File: src/rtl/bgs_pkg.sv
package bgs_pkg;

  // Fault view used by the enable gate.
  typedef struct packed {
    logic blank;
    logic hot;
  } bgs_fault_t;

  // Next phase of the switching-period counter.
  function automatic int unsigned bgs_step_phase(int unsigned phase, int unsigned period);
    if (phase + 1 >= period) return 0;
    return phase + 1;
  endfunction

  // Next value of the over-current hold counter. A trigger only loads an idle counter.
  function automatic int unsigned bgs_step_hold(int unsigned left, logic trig, int unsigned span);
    if (left != 0) return left - 1;
    if (trig) return span;
    return 0;
  endfunction

  // Next thermal state with separate trip and clear levels.
  function automatic logic bgs_step_hot(logic hot, int unsigned temp,
                                        int unsigned trip_lvl, int unsigned clr_lvl);
    if (hot) return (temp > clr_lvl);
    return (temp >= trip_lvl);
  endfunction

endpackage

File: src/rtl/bgs_timebase.sv
module bgs_timebase
  import bgs_pkg::*;
#(
  parameter int unsigned PERIOD_CYC = 755
) (
  input  logic clk_i,
  input  logic rst_ni,
  output logic tick_o
);

  localparam int unsigned PW = (PERIOD_CYC > 1) ? $clog2(PERIOD_CYC) : 1;

  generate
    if (PERIOD_CYC <= 1) begin : g_every
      assign tick_o = 1'b1;
    end else begin : g_count
      logic [PW-1:0] phase_q;

      always_ff @(posedge clk_i or negedge rst_ni) begin
        if (!rst_ni) phase_q <= '0;
        else         phase_q <= PW'(bgs_step_phase(32'(phase_q), PERIOD_CYC));
      end

      assign tick_o = (32'(phase_q) == PERIOD_CYC - 1);

      // the tick lasts a single cycle
      p_tick_single_r2: assert property (@(posedge clk_i) disable iff (!rst_ni)
        tick_o |=> !tick_o);
      // the phase never leaves its range
      p_phase_range_r2: assert property (@(posedge clk_i) disable iff (!rst_ni)
        32'(phase_q) < PERIOD_CYC);
    end
  endgenerate

endmodule

File: src/rtl/bgs_oc_blank.sv
module bgs_oc_blank
  import bgs_pkg::*;
#(
  parameter int unsigned OFF_CYC = 5000
) (
  input  logic clk_i,
  input  logic rst_ni,
  input  logic oc_i,
  output logic hold_o,
  output logic event_o
);

  localparam int unsigned HW = $clog2(OFF_CYC + 1);

  logic [HW-1:0] left_q;

  assign hold_o  = (left_q != '0);
  assign event_o = oc_i && !hold_o;

  always_ff @(posedge clk_i or negedge rst_ni) begin
    if (!rst_ni) left_q <= '0;
    else         left_q <= HW'(bgs_step_hold(32'(left_q), oc_i, OFF_CYC));
  end

  // an accepted event loads the full interval
  p_event_loads_r5: assert property (@(posedge clk_i) disable iff (!rst_ni)
    event_o |=> (32'(left_q) == OFF_CYC));
  // a running hold only counts down, never reloads
  p_no_extend_r6: assert property (@(posedge clk_i) disable iff (!rst_ni)
    hold_o |=> (left_q == $past(left_q) - HW'(1)));
  // a flag after the hold has ended starts a new hold
  p_rearm_r7: assert property (@(posedge clk_i) disable iff (!rst_ni)
    (!hold_o && oc_i) |=> hold_o);

endmodule

File: src/rtl/bgs_thermal.sv
module bgs_thermal
  import bgs_pkg::*;
#(
  parameter int unsigned TEMP_W    = 9,
  parameter int unsigned TSD_TRIP  = 200,
  parameter int unsigned TSD_CLEAR = 160
) (
  input  logic              clk_i,
  input  logic              rst_ni,
  input  logic [TEMP_W-1:0] temp_i,
  output logic              hot_o
);

  logic        hot_q;
  int unsigned temp_u;

  assign temp_u = 32'(temp_i);
  assign hot_o  = hot_q;

  always_ff @(posedge clk_i or negedge rst_ni) begin
    if (!rst_ni) hot_q <= 1'b0;
    else         hot_q <= bgs_step_hot(hot_q, temp_u, TSD_TRIP, TSD_CLEAR);
  end

  p_trip_r8: assert property (@(posedge clk_i) disable iff (!rst_ni)
    (!hot_q && temp_u >= TSD_TRIP) |=> hot_q);
  p_keep_r9: assert property (@(posedge clk_i) disable iff (!rst_ni)
    (hot_q && temp_u > TSD_CLEAR) |=> hot_q);
  p_clear_r9: assert property (@(posedge clk_i) disable iff (!rst_ni)
    (hot_q && temp_u <= TSD_CLEAR) |=> !hot_q);
  p_band_r11: assert property (@(posedge clk_i) disable iff (!rst_ni)
    (!hot_q && temp_u < TSD_TRIP) |=> !hot_q);

endmodule

File: src/rtl/buck_guard_seq.sv
module buck_guard_seq
  import bgs_pkg::*;
#(
  parameter int unsigned PERIOD_CYC = 755,
  parameter int unsigned OC_OFF_CYC = 5000,
  parameter int unsigned TEMP_W     = 9,
  parameter int unsigned TSD_TRIP   = 200,
  parameter int unsigned TSD_CLEAR  = 160
) (
  input  logic              clk_i,
  input  logic              rst_ni,
  input  logic              pwm_cmp_i,
  input  logic              oc_cmp_i,
  input  logic [TEMP_W-1:0] temp_code_i,
  output logic              sw_en_o,
  output logic              ldo_en_o,
  output logic              prd_tick_o,
  output logic              oc_hold_o,
  output logic              hot_o
);

  logic       prd_tick;
  logic       oc_hold;
  logic       oc_event;
  logic       hot;
  logic       armed_q;
  bgs_fault_t flt;

  bgs_timebase #(.PERIOD_CYC(PERIOD_CYC)) u_timebase (
    .clk_i  (clk_i),
    .rst_ni (rst_ni),
    .tick_o (prd_tick)
  );

  bgs_oc_blank #(.OFF_CYC(OC_OFF_CYC)) u_oc_blank (
    .clk_i   (clk_i),
    .rst_ni  (rst_ni),
    .oc_i    (oc_cmp_i),
    .hold_o  (oc_hold),
    .event_o (oc_event)
  );

  bgs_thermal #(
    .TEMP_W    (TEMP_W),
    .TSD_TRIP  (TSD_TRIP),
    .TSD_CLEAR (TSD_CLEAR)
  ) u_thermal (
    .clk_i  (clk_i),
    .rst_ni (rst_ni),
    .temp_i (temp_code_i),
    .hot_o  (hot)
  );

  // The switch is held off from reset until the first period boundary.
  always_ff @(posedge clk_i or negedge rst_ni) begin
    if (!rst_ni) armed_q <= 1'b0;
    else         armed_q <= armed_q | prd_tick;
  end

  assign flt.blank = oc_hold | oc_cmp_i;
  assign flt.hot   = hot;

  assign sw_en_o    = armed_q & pwm_cmp_i & ~flt.blank & ~flt.hot;
  assign ldo_en_o   = ~flt.hot;
  assign prd_tick_o = prd_tick;
  assign oc_hold_o  = oc_hold;
  assign hot_o      = hot;

  p_arm_gate_r3: assert property (@(posedge clk_i) disable iff (!rst_ni)
    !armed_q |-> !sw_en_o);
  p_arm_at_tick_r3: assert property (@(posedge clk_i) disable iff (!rst_ni)
    $rose(armed_q) |-> $past(prd_tick));
  p_follow_r4: assert property (@(posedge clk_i) disable iff (!rst_ni)
    (armed_q && !oc_cmp_i && !oc_hold && !hot) |-> (sw_en_o == pwm_cmp_i));
  p_evt_cut_r5: assert property (@(posedge clk_i) disable iff (!rst_ni)
    (oc_event || oc_hold) |-> !sw_en_o);
  p_hot_cut_r8: assert property (@(posedge clk_i) disable iff (!rst_ni)
    hot |-> (!sw_en_o && !ldo_en_o));

endmodule

File: config.mk
export PLATFORM = sky130hd
export DESIGN_NAME = buck_guard_seq
export DESIGN_NICKNAME = d
export VERILOG_FILES = /design/src/rtl/bgs_pkg.sv /design/src/rtl/bgs_timebase.sv /design/src/rtl/bgs_oc_blank.sv /design/src/rtl/bgs_thermal.sv /design/src/rtl/buck_guard_seq.sv
export SDC_FILE = /design/constraint.sdc
export NUM_CORES = 1
export LEC_CHECK = 0
export BUFFER_PORTS_ARGS = -buffer_cell sky130_fd_sc_hd__buf_2
export CAP_MARGIN = 20
export CORE_UTILIZATION = 35
export CTS_CLUSTER_DIAMETER = 200
export CTS_CLUSTER_SIZE = 28
export DETAILED_ROUTE_END_ITERATION = 7
export HOLD_SLACK_MARGIN = 0.12
export PLACE_DENSITY = 0.63
export SYNTH_ARGS = -nofsm -noshare
export SYNTH_HDL_FRONTEND = slang
export SYNTH_SLANG_ARGS = --single-unit
File: constraint.sdc
create_clock -name clk_i -period 3 [get_ports clk_i]
set_input_delay 0.3 -clock clk_i [delete_from_list [all_inputs] [get_ports clk_i]]
set_output_delay 0.3 -clock clk_i [all_outputs]
set_load 0.05 [all_outputs]
[Word-level counts from Yosys, hierarchy flattened]
Cells that the tools add are included.
Word-level totals
  word-level logic and storage cells: 30
  input port bits: 13
  register bits after elaboration: 25
  output and inout port bits: 5
Cells by class
  order comparisons: 3
  eq/ne operators: 1
  reductions and logical operators: 1
  add/subtract/negate cells: 2
  bitwise gates (word level): 7
  mux-type cells: 12
Operators by type and width (count)
  two-way mux 13 bit: 4
  nonzero test 13 bit: 1
  subtractor 13 x 1 -> 13 bit (second input constant): 1
  adder 10 x 1 -> 11 bit (second input constant): 1
  greater-or-equal comparator 11 x 10 -> 1 bit (second input constant): 1
  equality test 10 bit (second input constant): 1
  two-way mux 10 bit: 1
  greater-or-equal comparator 9 x 8 -> 1 bit (second input constant): 1
  greater-than comparator 9 x 8 -> 1 bit (second input constant): 1
  two-way mux 1 bit: 7
  bitwise AND 1 bit: 3
  NOT 1 bit: 2
  OR 1 bit: 2

[Logic depth before layout (Yosys ltp)]
Gate-level depths: netlist of run 1.
  depth after elaboration: 5
  depth in mapped cells: 7
  gate-level depth less buffers: 6

[Cells and area by module]
Synthesis of run 1 repeated with hierarchy kept, for this count alone.
Unflattened totals
  cell total of the unflattened synthesis: 176
  area total of the unflattened synthesis: 1716.6 µm²
By module, submodules not included
  bgs_timebase: cells an instance 92, instances 1, area an instance 889.6 µm², sequential area each 250.2 µm²
  bgs_oc_blank: cells an instance 70, instances 1, area an instance 700.7 µm², sequential area each 325.3 µm²
  bgs_thermal: cells an instance 9, instances 1, area an instance 75.1 µm², sequential area each 25.0 µm²
  buck_guard_seq: cells an instance 5, instances 1, area an instance 51.3 µm², sequential area each 25.0 µm²

[Least setup slack after synthesis of run 1]
OpenSTA, ideal clock, no wires.
  path type: register -> output
  from: register u_oc_blank.left_q[2]
  to: output sw_en_o
  buffers on the path: 1
  required time: 2700 ps
  setup slack: 603 ps
  data arrival time: 2097 ps
  stages on the path, launching flop included: 7
  cell sequence: dfrtp_1 > nor4_2 > nand2_2 > or4_4 > buf_6 > nor2_8 > and4_1
Between the ends
  word-level cells in the longest chain between the ends: 5
RTL lines
  start: declaration: line bgs_oc_blank.sv:15  | logic [HW-1:0] left_q;
  start signal: assignment: line bgs_oc_blank.sv:22  | else left_q <= HW'(bgs_step_hold(32'(left_q), oc_i, OFF_CYC));
  nonzero test 13 bit: line bgs_oc_blank.sv:17  | assign hold_o = (left_q != '0);
  named net oc_hold_o: line buck_guard_seq.sv:18  | output logic oc_hold_o,
  OR 1 bit: line buck_guard_seq.sv:60  | assign flt.blank = oc_hold | oc_cmp_i;
  NOT 1 bit: line buck_guard_seq.sv:63  | assign sw_en_o = armed_q & pwm_cmp_i & ~flt.blank & ~flt.hot;
  bitwise AND 1 bit (2 in a row): line buck_guard_seq.sv:63
  end: declaration: line buck_guard_seq.sv:15  | output logic sw_en_o,
The timed path passes the listed nets, and every way through them passes these cells.

[Final worst setup path of run 1]
  from: register u_oc_blank.left_q[8]
  to: output sw_en_o
Between the ends
  word-level cells in the longest chain between the ends: 5
RTL lines (line)
  nonzero test 13 bit: bgs_oc_blank.sv:17
  OR 1 bit: buck_guard_seq.sv:60
  NOT 1 bit: buck_guard_seq.sv:63
  bitwise AND 1 bit (2 in a row): buck_guard_seq.sv:63
No other way between the ends.

==> results of run 1 <==
-- metal layers --
metal | routed length (um) | global-route usage | vias to the layer above
li1 | - | - | 532
met1 | 1170 | 0.173 | 498
met2 | 1310 | 0.246 | 22
met3 | 107 | 0.0370 | 2
met4 | 10 | 0.0333 | 0
met5 | 0 | 0 | -
-- registers in the layout, summed over array words and instances (netlist names) --
| register | count |
|---|---|
| u_thermal.hot_o | 1 |
| u_timebase.g_count.phase_q | 10 |
| armed_q | 1 |
| u_oc_blank.left_q | 13 |
-- cell usage in the layout (no fill, tap or decap) --
cell,synthesis,final
or4_4,1,1
a311oi_1,1,1
nand2b_1,1,1
a21boi_0,1,1
nand2_2,1,1
dfrtp_1,25,25
buf_2,0,17
nand2_1,9,9
a21oi_1,11,11
nand3b_1,1,1
clkinv_2,0,1
a211oi_1,2,2
or2_2,1,1
or3_2,1,1
a31oi_1,1,1
ha_1,3,3
and3_1,2,2
nand4_1,2,2
nor2_1,17,17
buf_4,0,1
o21bai_1,1,1
nand3_2,1,1
o31a_1,2,2
nor3_1,5,5
o21ai_0,3,3
nor4_2,3,3
xor2_1,9,9
and2_1,1,1
and4_1,1,1
xnor2_1,8,8
or4_1,1,1
nor2_8,1,1
nor4_1,4,4
nand3_1,7,7
or3_1,1,1
o41ai_4,1,1
clkbuf_8,0,3
inv_1,7,7
dlygate4sd3_1,0,1
-- layout make-up --
| type | instances | area [um^2] |
|---|---|---|
| multi-input cells | 104 | 696 |
| inverters | 7 | 26.3 |
| clock buffers | 3 | 41.3 |
| clock inverters | 1 | 5.00 |
| repair buffers | 19 | 103 |
| fillers | 359 | 2160 |
| well taps | 48 | 60.1 |
| flip-flops and latches | 25 | 626 |
-- worst reg2reg max path: stages, from the launching register on --
cell and delay [ns]:
dfrtp_1 0.44, ha_1 0.30, xor2_1 0.18, nor4_1 0.58, o41ai_4 0.24, a311oi_1 0.32
-- what timing repair did --
| action | 4_1_cts | 5_1_grt |
|---|---|---|
| resized for setup | 0 | 0 |
| hold buffers | 1 | 0 |
| hold endpoints to repair | 25 | 0 |
-- power groups by stage --
stage          combinational, mW  clock (mW)  sequential (mW)
6_report                   0.132       0.199            0.474
2_1_floorplan             0.0941           0            0.469
4_1_cts                    0.136       0.208            0.474
5_1_grt                    0.149       0.220            0.485
3_5_place_dp               0.133           0            0.481
3_3_place_gp               0.130           0            0.475
-- stage by stage --
stage	power [mW]	area [um^2]
after floorplan	0.563	1370
after global placement	0.604	1500
after detailed placement	0.614	1500
after CTS	0.817	1560
after global routing	0.854	1560
final	0.804	1560
-- Yosys cell counts --
cell type / instances
a211oi_1: 2
a21boi_0: 1
a21oi_1: 11
a311oi_1: 1
a31oi_1: 1
and2_1: 1
and3_1: 2
and4_1: 1
buf_6: 1
clkbuf_1: 1
clkbuf_2: 1
dfrtp_1: 25
ha_1: 3
inv_1: 7
nand2_1: 9
nand2_2: 1
nand2b_1: 1
nand3_1: 7
nand3_2: 1
nand3b_1: 1
nand4_1: 2
nor2_1: 17
nor2_8: 1
nor3_1: 5
nor4_1: 4
nor4_2: 3
o21ai_0: 3
o21bai_1: 1
o31a_1: 2
o41ai_4: 1
or2_2: 1
or3_1: 1
or3_2: 1
or4_1: 1
or4_4: 1
xnor2_1: 8
xor2_1: 9
-- logic make-up after synthesis --
family | after synthesis | synth area share
adder cells (fa/ha/maj) | 3 | 0.0275
XOR/XNOR | 17 | 0.109
AO/OA/AOI/OAI | 23 | 0.117
buffers and inverters | 10 | 0.0338
AND/OR/NAND/NOR | 61 | 0.255
flip-flops | 25 | 0.457
-- worst min path at each step --
stage                   start                    to
4_1_cts        temp_code_i[8]       u_thermal.hot_o
5_1_grt        temp_code_i[8]       u_thermal.hot_o
3_5_place_dp           rst_ni  u_oc_blank.left_q[4]
6_report       temp_code_i[8]       u_thermal.hot_o
2_1_floorplan          rst_ni               armed_q
3_3_place_gp           rst_ni  u_oc_blank.left_q[4]
==> results.py, run 1 <==
metrics = {
    "status": {
        "status": "completed",
    },
    "floorplan": {
        "num_rows": 22,
        "core_mm2": 0.00372,
        "start_util": 0.368,
        "num_io_pins": 18,
        "design.die.area_mm2": 0.00416,
        "die_x_um": 64.5,
        "fp.dieH_um": 64.5,
    },
    "timing": {
        "slew_violations": 0,
        "finalWorstSetupSlack_ns": 0.372,
        "fmax_ghz": 0.381,
        "rsz0062_at_grt": "no",
        "worst_hold_slack_ns": 0.229,
        "fin_crit_sh": 0.876,
        "fin_crit_ns": 2.63,
        "clock_skew_ns": 0.00274,
        "hold_viol_final": 0,
        "slew-limit-headroom": 0.548,
        "setup_tns_ns": 0,
        "worstMarginPinSlew_ns": 0.672,
        "setup_violations": 0,
    },
    "job": {
        "drv_cap": 0,
    },
    "global_route": {
        "grt_start_max_net_pins": 26,
        "grt_first_pass_wirelength_um": 4570,
        "antenna_found_initial": 0,
        "grt_pass1_vias": 1043,
        "grt_use_total": 0.141,
        "grt_overflow": 0,
    },
    "setup_path": {
        "reg2regPathDepth": 5,
        "critPathCapture": "sw_en_o",
        "worstReg2RegEnd": "u_timebase.g_count.phase_q[0]",
        "ff2ff_setup_slack_ns": 0.84,
        "crit_path_start_kind": "flop",
        "slowest_delay_ns": 0.57,
        "crit_chain": "nor4_2 -> nand2b_1 -> or4_4 -> nor2_8 -> and4_1 -> buf_2",
        "rr_startpoint": "u_timebase.g_count.phase_q[0]",
        "critPathCaptureType": "output port",
        "path_class": "reg -> out",
        "cpLargestDelayFamily": "simple AND/OR/NAND/NOR gates",
        "crit_buf_inv": 1,
        "crit_start": "u_oc_blank.left_q[8]",
        "required_ns": 2.70,
        "crit_fanout": 5,
        "cp_data_arrival_time_ns": 2.33,
        "path_depth": 6,
        "crit_slowest_cell": "or4_4",
    },
    "worst_hold_path": {
        "min_path_cells": 2,
        "hold_path_class": "in -> reg",
    },
    "placement": {
        "portBuffers": 17,
        "dp.cells": 202,
        "dp_slack_ns": 0.659,
        "gp_congestion": 0.872,
        "dpl.hpwl_um": 2000,
    },
    "power": {
        "ir_worst_vdd_uv": 248,
        "intPower_mw": 0.560,
        "p_clk_frac": 0.248,
        "swShare": 0.303,
        "p_per_area_mw_per_mm2": 517,
        "p_leak_nw": 0.674,
        "pwr-share-comb": 0.164,
        "p_seq_frac": 0.589,
        "p_sw_mw": 0.244,
    },
    "clocking": {
        "h-tree-depth": 1,
        "cts_root_buffer": "clkbuf_8",
        "cts.path.max_buffers": 2,
        "cts_num_sinks": 25,
        "path_clk_slew_ns": 0.09,
        "numCtsBuffers": 3,
        "clock_latency_ns": 0.27,
        "cts_tree": "yes",
        "postCtsSetupBuffers": 0,
    },
    "finish": {
        "diodes": 0,
        "fin_nets": 176,
        "post-route-util": 0.419,
        "drive_gt1_frac": 0.201,
        "stdcell_count": 207,
        "area_growth_pct": 13.8,
    },
    "drt": {
        "wl_per_cell_um": 12.6,
        "antenna_left": 0,
        "routed_wl_um": 2600,
        "firstDrtPassIters": 4,
        "drc": 0,
        "drt_iter0_markers": 80,
        "routed_via_density": 5.09,
        "num_vias": 1054,
    },
    "logic_synthesis": {
        "ys_seq_elements": 25,
        "synth_top_cell_area_share": 0.457,
        "synth_fp_nets": 155,
        "yosysTopAreaCell": "dfrtp_1",
        "syn_area_per_cell_um2": 9.84,
        "yosysWarnings": 0,
        "syn_inst": 139,
        "synthTopCellsByArea": "dfrtp_1 46%, xor2_1 5.8%, xnor2_1 5.1%",
        "yosysSeqAreaShare": 0.457,
        "syn_area_mm2": 0.00137,
        "yosysUniqueCellTypes": 37,
    },
}
(Power assumes the default switching activity.)
==> run 2: changes to the inputs <==
==> constraint.sdc (replaced) <==
create_clock -name clk_i -period 3 [get_ports clk_i]
set_input_delay 0.3 -clock clk_i [delete_from_list [all_inputs] [get_ports clk_i]]
set_output_delay 0.3 -clock clk_i [all_outputs]
set_load 0.01 [all_outputs]
==> run 2 against run 1 <==
- critical path depth stayed put
- sequential share of layout area down 0.065 points
- clock-buffer cell count did not move
- maximum frequency up 6.0%
- core utilization increased by 0.067 points
- final area up 0.16%
- non-clock buffer count stayed put
- largest power group unchanged
==> results.py, run 2 (same netlist as run 1, synthesis figures left out) <==
metrics = {
    "status": {
        "status": "completed",
    },
    "timing": {
        "clock_skew_ns": 0.00696,
        "hold_viol_final": 0,
        "setup_violations": 0,
        "fin_crit_sh": 0.826,
        "slew_violations": 0,
        "rsz0062_at_grt": "no",
        "worstMarginPinSlew_ns": 0.652,
        "fin_crit_ns": 2.48,
        "slew-limit-headroom": 0.561,
        "worst_hold_slack_ns": 0.228,
        "fmax_ghz": 0.403,
        "setup_tns_ns": 0,
    },
    "global_route": {
        "grt_first_pass_wirelength_um": 4770,
        "grt_start_max_net_pins": 26,
        "antenna_found_initial": 0,
        "grt_use_total": 0.146,
        "grt_pass1_vias": 1093,
        "grt_overflow": 0,
    },
    "power": {
        "p_leak_nw": 0.670,
        "ir_worst_vdd_uv": 301,
        "p_per_area_mw_per_mm2": 513,
    },
    "drt": {
        "wl_per_cell_um": 12.5,
        "drt_iter0_markers": 55,
        "num_vias": 1080,
        "routed_via_density": 5.22,
        "antenna_left": 0,
        "routed_wl_um": 2590,
        "drc": 0,
        "firstDrtPassIters": 4,
    },
    "setup_path": {
        "crit_path_start_kind": "flop",
        "crit_slowest_cell": "or4_4",
        "crit_chain": "nor4_2 -> nand2_2 -> or4_4 -> nor2_8 -> and4_1 -> buf_2",
        "slowest_delay_ns": 0.50,
        "critPathCaptureType": "output port",
        "crit_buf_inv": 1,
        "ff2ff_setup_slack_ns": 0.90,
        "path_class": "reg -> out",
        "reg2regPathDepth": 5,
        "cpLargestDelayFamily": "simple AND/OR/NAND/NOR gates",
        "cp_data_arrival_time_ns": 2.18,
        "crit_fanout": 5,
        "required_ns": 2.70,
        "path_depth": 6,
    },
    "clocking": {
        "cts_root_buffer": "clkbuf_8",
        "h-tree-depth": 1,
        "cts.path.max_buffers": 2,
        "cts-resized-gates": 0,
        "cts_num_sinks": 25,
        "path_clk_slew_ns": 0.09,
        "numCtsBuffers": 3,
        "clock_latency_ns": 0.27,
        "cts_tree": "yes",
    },
    "finish": {
        "final_cell_mix": "25 x dfrtp_1, 17 x nor2_1, 17 x buf_2",
        "area_growth_pct": 14.0,
        "layout_commonest_cell": "dfrtp_1",
        "fill_cells": 376,
        "drive_gt1_frac": 0.201,
        "regMostFlops": "u_oc_blank.left_q",
        "diodes": 0,
        "fin_nets": 176,
        "largest_reg_flops": 13,
        "reg_top3": "u_oc_blank.left_q: 13 flops, u_timebase.g_count.phase_q: 10 flops",
    },
    "floorplan": {
        "design.die.area_mm2": 0.00416,
        "fp.dieH_um": 64.5,
        "start_util": 0.368,
        "num_io_pins": 18,
        "core_mm2": 0.00372,
        "num_rows": 22,
        "die_x_um": 64.5,
    },
    "job": {
        "drv_cap": 0,
    },
    "placement": {
        "portBuffers": 17,
        "gp_congestion": 0.871,
        "dpl.hpwl_um": 2030,
    },
    "worst_hold_path": {
        "hold_path_class": "in -> reg",
        "min_path_cells": 2,
    },
}
-- run 2: cell types whose count changed in the layout (fill, tap and decap cells not counted) --
cell        before  now
clkinv_2         1    0
clkinvlp_4       0    1
-- run 2: final cells by class --
cell class / instances / area [um^2] / share of cell area
clock buffers: 3 / 41.3 / 0.0265
flip-flops and latches: 25 / 626 / 0.401
clock inverters: 1 / 7.51 / 0.00482
repair buffers: 19 / 103 / 0.0658
inverters: 7 / 26.3 / 0.0169
well taps: 48 / 60.1 / 0.0385
multi-input cells: 104 / 696 / 0.446
-- run 2: timing repair --
| action | in CTS | in global routing |
|---|---|---|
| hold buffers | 1 | 0 |
| setup buffers | 0 | 0 |
| hold endpoints to repair | 25 | 0 |
-- run 2: final timing paths --
check	startpoint	to
worst max-delay path	u_oc_blank.left_q[2]	sw_en_o
worst min-delay path	temp_code_i[8]	u_thermal.hot_o
worst max register to register	u_timebase.g_count.phase_q[0]	u_timebase.g_count.phase_q[0]
worst min register to register	u_timebase.g_count.phase_q[9]	u_timebase.g_count.phase_q[0]
max in group asynchronous	rst_ni	u_timebase.g_count.phase_q[6]
min in group asynchronous	rst_ni	u_oc_blank.left_q[3]
-- run 2: layer usage --
metal | track usage | wire length (um)
met5 | 0 | 0
met4 | 0.0333 | 11
met3 | 0.0387 | 119
met2 | 0.264 | 1380
met1 | 0.169 | 1080
-- run 2: through the flow --
stage / setup slack (ns) / instance area (um^2) / utilization / total power [mW] / std cells
floorplan: 0.906 / 1370 / - / 0.557 / 139
global placement: 0.849 / 1500 / 0.404 / 0.598 / 202
detailed placement: 0.815 / 1500 / 0.404 / 0.607 / 202
CTS: 0.499 / 1560 / 0.420 / 0.813 / 207
global route: 0.357 / 1560 / 0.420 / 0.850 / 207
finish: 0.521 / 1560 / 0.420 / 0.799 / 207
-- run 2: worst reg2reg max path, delay by kind of cell, from the launching register on --
family | cells | cell delay, ns
xor+xnor | 1 | 0.17
fa+ha+maj | 1 | 0.29
compound gates | 2 | 0.54
simple gates | 1 | 0.57
flops | 1 | 0.44
-- run 2: power breakdown --
part / switching [mW] / internal, mW / total, mW
Sequential: 0.0707 / 0.403 / 0.474
Clock: 0.106 / 0.0941 / 0.200
Combinational: 0.0614 / 0.0648 / 0.126
Total: 0.238 / 0.562 / 0.799
==> run 3: changes to the inputs <==
--- a/config.mk
+++ b/config.mk
@@ -5,6 +5,7 @@
 export SDC_FILE = /design/constraint.sdc
 export NUM_CORES = 1
 export LEC_CHECK = 0
+export ABC_AREA = 1
 export BUFFER_PORTS_ARGS = -buffer_cell sky130_fd_sc_hd__buf_2
 export CAP_MARGIN = 20
 export CORE_UTILIZATION = 35
@@ -12,7 +13,7 @@
 export CTS_CLUSTER_SIZE = 28
 export DETAILED_ROUTE_END_ITERATION = 7
 export HOLD_SLACK_MARGIN = 0.12
-export PLACE_DENSITY = 0.63
+export PLACE_DENSITY = 0.65
 export SYNTH_ARGS = -nofsm -noshare
 export SYNTH_HDL_FRONTEND = slang
 export SYNTH_SLANG_ARGS = --single-unit
==> constraint.sdc (replaced) <==
create_clock -name clk_i -period 2.19 [get_ports clk_i]
set_input_delay 0.219 -clock clk_i [delete_from_list [all_inputs] [get_ports clk_i]]
set_output_delay 0.219 -clock clk_i [all_outputs]
set_load 0.01 [all_outputs]
==> run 3 against run 2 <==
- non-clock buffer count fell by 1
- clock skew grew 0.0034 ns
- cell count increased by 18%
- worst setup slack worse by 0.36 ns
- clock power up 42%
- hold slack got worse by 0.090 ns
- highest routed layer unchanged
==> results.py, run 3 <==
metrics = {
    "placement": {
        "gp_congestion": 0.788,
        "portBuffers": 17,
        "place_area_mm2": 0.00159,
        "dpl.hpwl_um": 1970,
    },
    "power": {
        "p_sw_mw": 0.175,
        "intPower_mw": 0.605,
        "p_leak_nw": 0.855,
        "ir_worst_vdd_uv": 367,
        "p_clk_frac": 0.366,
        "p_per_area_mw_per_mm2": 472,
        "p_seq_frac": 0.595,
        "swShare": 0.224,
        "pwr-share-comb": 0.040,
    },
    "setup_path": {
        "rr_startpoint": "u_timebase.g_count.phase_q[0]",
        "crit_start": "u_oc_blank.left_q[0]",
        "crit_fanout": 4,
        "cp_data_arrival_time_ns": 1.81,
        "crit_path_start_kind": "flop",
        "ff2ff_setup_slack_ns": 0.48,
        "reg2regPathDepth": 12,
        "critPathCaptureType": "output port",
        "path_class": "reg -> out",
        "worstReg2RegEnd": "u_timebase.g_count.phase_q[5]",
        "required_ns": 1.97,
    },
    "clocking": {
        "h-tree-depth": 1,
        "numCtsBuffers": 3,
        "postCtsSetupBuffers": 0,
        "cts_num_sinks": 25,
        "cts_tree": "yes",
        "clock_latency_ns": 0.27,
        "path_clk_slew_ns": 0.10,
        "cts_root_buffer": "clkbuf_8",
        "cts.path.max_buffers": 2,
    },
    "global_route": {
        "grt_start_max_net_pins": 26,
        "grt_first_pass_wirelength_um": 4630,
        "grt_overflow": 0,
        "grt_pass1_vias": 1081,
        "grt_use_total": 0.143,
        "antenna_found_initial": 0,
    },
    "logic_synthesis": {
        "syn_inst": 174,
        "yosysSeqAreaShare": 0.433,
        "synth_edf_count": 0,
        "synth_fp_nets": 190,
        "yosysUniqueCellTypes": 28,
        "ys_seq_elements": 25,
        "synth_commonest_cells": "30 x inv_1, 29 x nand2_1, 25 x dfrtp_1",
        "yosysTopAreaCell": "dfrtp_1",
        "synth_ff_type": "dfrtp_1",
        "synthTopCellsByArea": "dfrtp_1 43%, inv_1 7.8%, nand2_1 7.5%",
        "yosysWarnings": 0,
        "syn_area_mm2": 0.00144,
        "syn_area_per_cell_um2": 8.30,
        "async_flop_share": 1.00,
        "synth_top_cell_area_share": 0.433,
        "yosysMostFrequentCell": "inv_1",
    },
    "worst_hold_path": {
        "hold_path_class": "in -> reg",
        "hold_start": "temp_code_i[8]",
        "hold_end": "u_thermal.hot_o",
        "min_path_cells": 3,
    },
    "finish": {
        "reg_top3": "u_oc_blank.left_q: 13 flops, u_timebase.g_count.phase_q: 10 flops",
        "drive_gt1_frac": 0.240,
        "diodes": 0,
        "post-route-util": 0.435,
        "layout_commonest_cell": "inv_1",
        "fin_nets": 213,
        "register_area_um2": 626,
        "final_cell_mix": "30 x inv_1, 29 x nand2_1, 25 x dfrtp_1",
        "fill_cells": 382,
        "regMostFlops": "u_oc_blank.left_q",
        "multiInputGateArea_um2": 707,
        "area_growth_pct": 14.5,
        "largest_reg_flops": 13,
        "final_area_mm2": 0.00165,
    },
    "timing": {
        "hold_viol_final": 0,
        "worstMarginPinSlew_ns": 0.567,
        "slew-limit-headroom": 0.622,
        "rsz0062_at_grt": "no",
        "worst_hold_slack_ns": 0.138,
        "clock_skew_ns": 0.0103,
        "fmax_ghz": 0.492,
        "fin_crit_ns": 2.03,
        "fin_crit_sh": 0.928,
        "setup_violations": 0,
        "setup_tns_ns": 0,
        "slew_violations": 0,
    },
    "drt": {
        "drc": 0,
        "firstDrtPassIters": 4,
        "drt_iter0_markers": 30,
        "routed_via_density": 4.57,
        "routed_wl_um": 2550,
        "antenna_left": 0,
        "num_vias": 1115,
        "wl_per_cell_um": 10.4,
    },
    "floorplan": {
        "start_util": 0.380,
        "fp.dieH_um": 66.2,
        "core_mm2": 0.00380,
        "num_io_pins": 18,
        "design.die.area_mm2": 0.00439,
        "die_x_um": 66.2,
        "num_rows": 22,
    },
    "job": {
        "drv_cap": 0,
    },
    "status": {
        "status": "completed",
    },
}
-- run 3: worst max path at each step --
stage | end | slack (ns) | depth (start not counted)
6_report | sw_en_o | 0.16 | 9
5_1_grt | sw_en_o | 0.002 | 9
4_1_cts | sw_en_o | 0.1 | 9
3_5_place_dp | sw_en_o | 0.42 | 9
3_3_place_gp | sw_en_o | 0.48 | 9
2_1_floorplan | sw_en_o | 0.56 | 8
-- run 3: kinds of logic (layout without fill, tap and decap cells) --
family	count (synthesis)	after routing	share of synthesized area
fa+ha+maj	3	3	0.0260
xor+xnor	9	9	0.0598
flops	25	25	0.433
simple gates	94	94	0.353
buf+inv	31	53	0.0806
compound gates	12	12	0.0477
-- run 3: layout make-up --
| class | instances | share of cell area |
|---|---|---|
| inverter | 31 | 0.0704 |
| multi-input combinational | 118 | 0.428 |
| clock inverter | 1 | 0.00454 |
| sequential | 25 | 0.379 |
| clock buffer | 3 | 0.0250 |
| tap | 48 | 0.0363 |
| timing repair buffer | 18 | 0.0575 |
-- run 3: power by group through the flow --
stage / clock (mW) / sequential [mW] / combinational, mW
after floorplan: 0 / 0.473 / 0.00613
after detailed placement: 0 / 0.473 / 0.0311
after CTS: 0.302 / 0.464 / 0.0324
after global placement: 0 / 0.473 / 0.0302
after global routing: 0.324 / 0.464 / 0.0363
final: 0.285 / 0.463 / 0.0310
-- run 3: critical path, stage by stage, from the launching register on --
cell and delay (ns):
dfrtp_1 0.43, inv_1 0.07, ha_1 0.19, nand2_2 0.14, nor3_4 0.17, nand3_2 0.12, nor2_4 0.14, nand2_1 0.08
nor2_1 0.08, buf_2 0.13
-- run 3: routing by layer --
layer | routed length [um] | global-route usage
met4 | 23 | 0.0479
met3 | 72 | 0.0414
met5 | 0 | 0
met2 | 1210 | 0.239
met1 | 1240 | 0.175
-- run 3: per-stage QoR --
| step | instances | setup WS [ns] | total power [mW] |
|---|---|---|---|
| global route | 244 | 0.00198 | 0.824 |
| floorplan | 174 | 0.558 | 0.480 |
| finish | 244 | 0.157 | 0.779 |
| detailed placement | 239 | 0.421 | 0.504 |
| CTS | 244 | 0.0950 | 0.798 |
| global placement | 239 | 0.476 | 0.503 |
-- run 3: what timing repair did --
item / CTS / global route
resized for setup: 0 / 1
hold buffers: 1 / 0
hold endpoints to repair: 25 / 0
endpoints found under the setup margin: 0 / 1
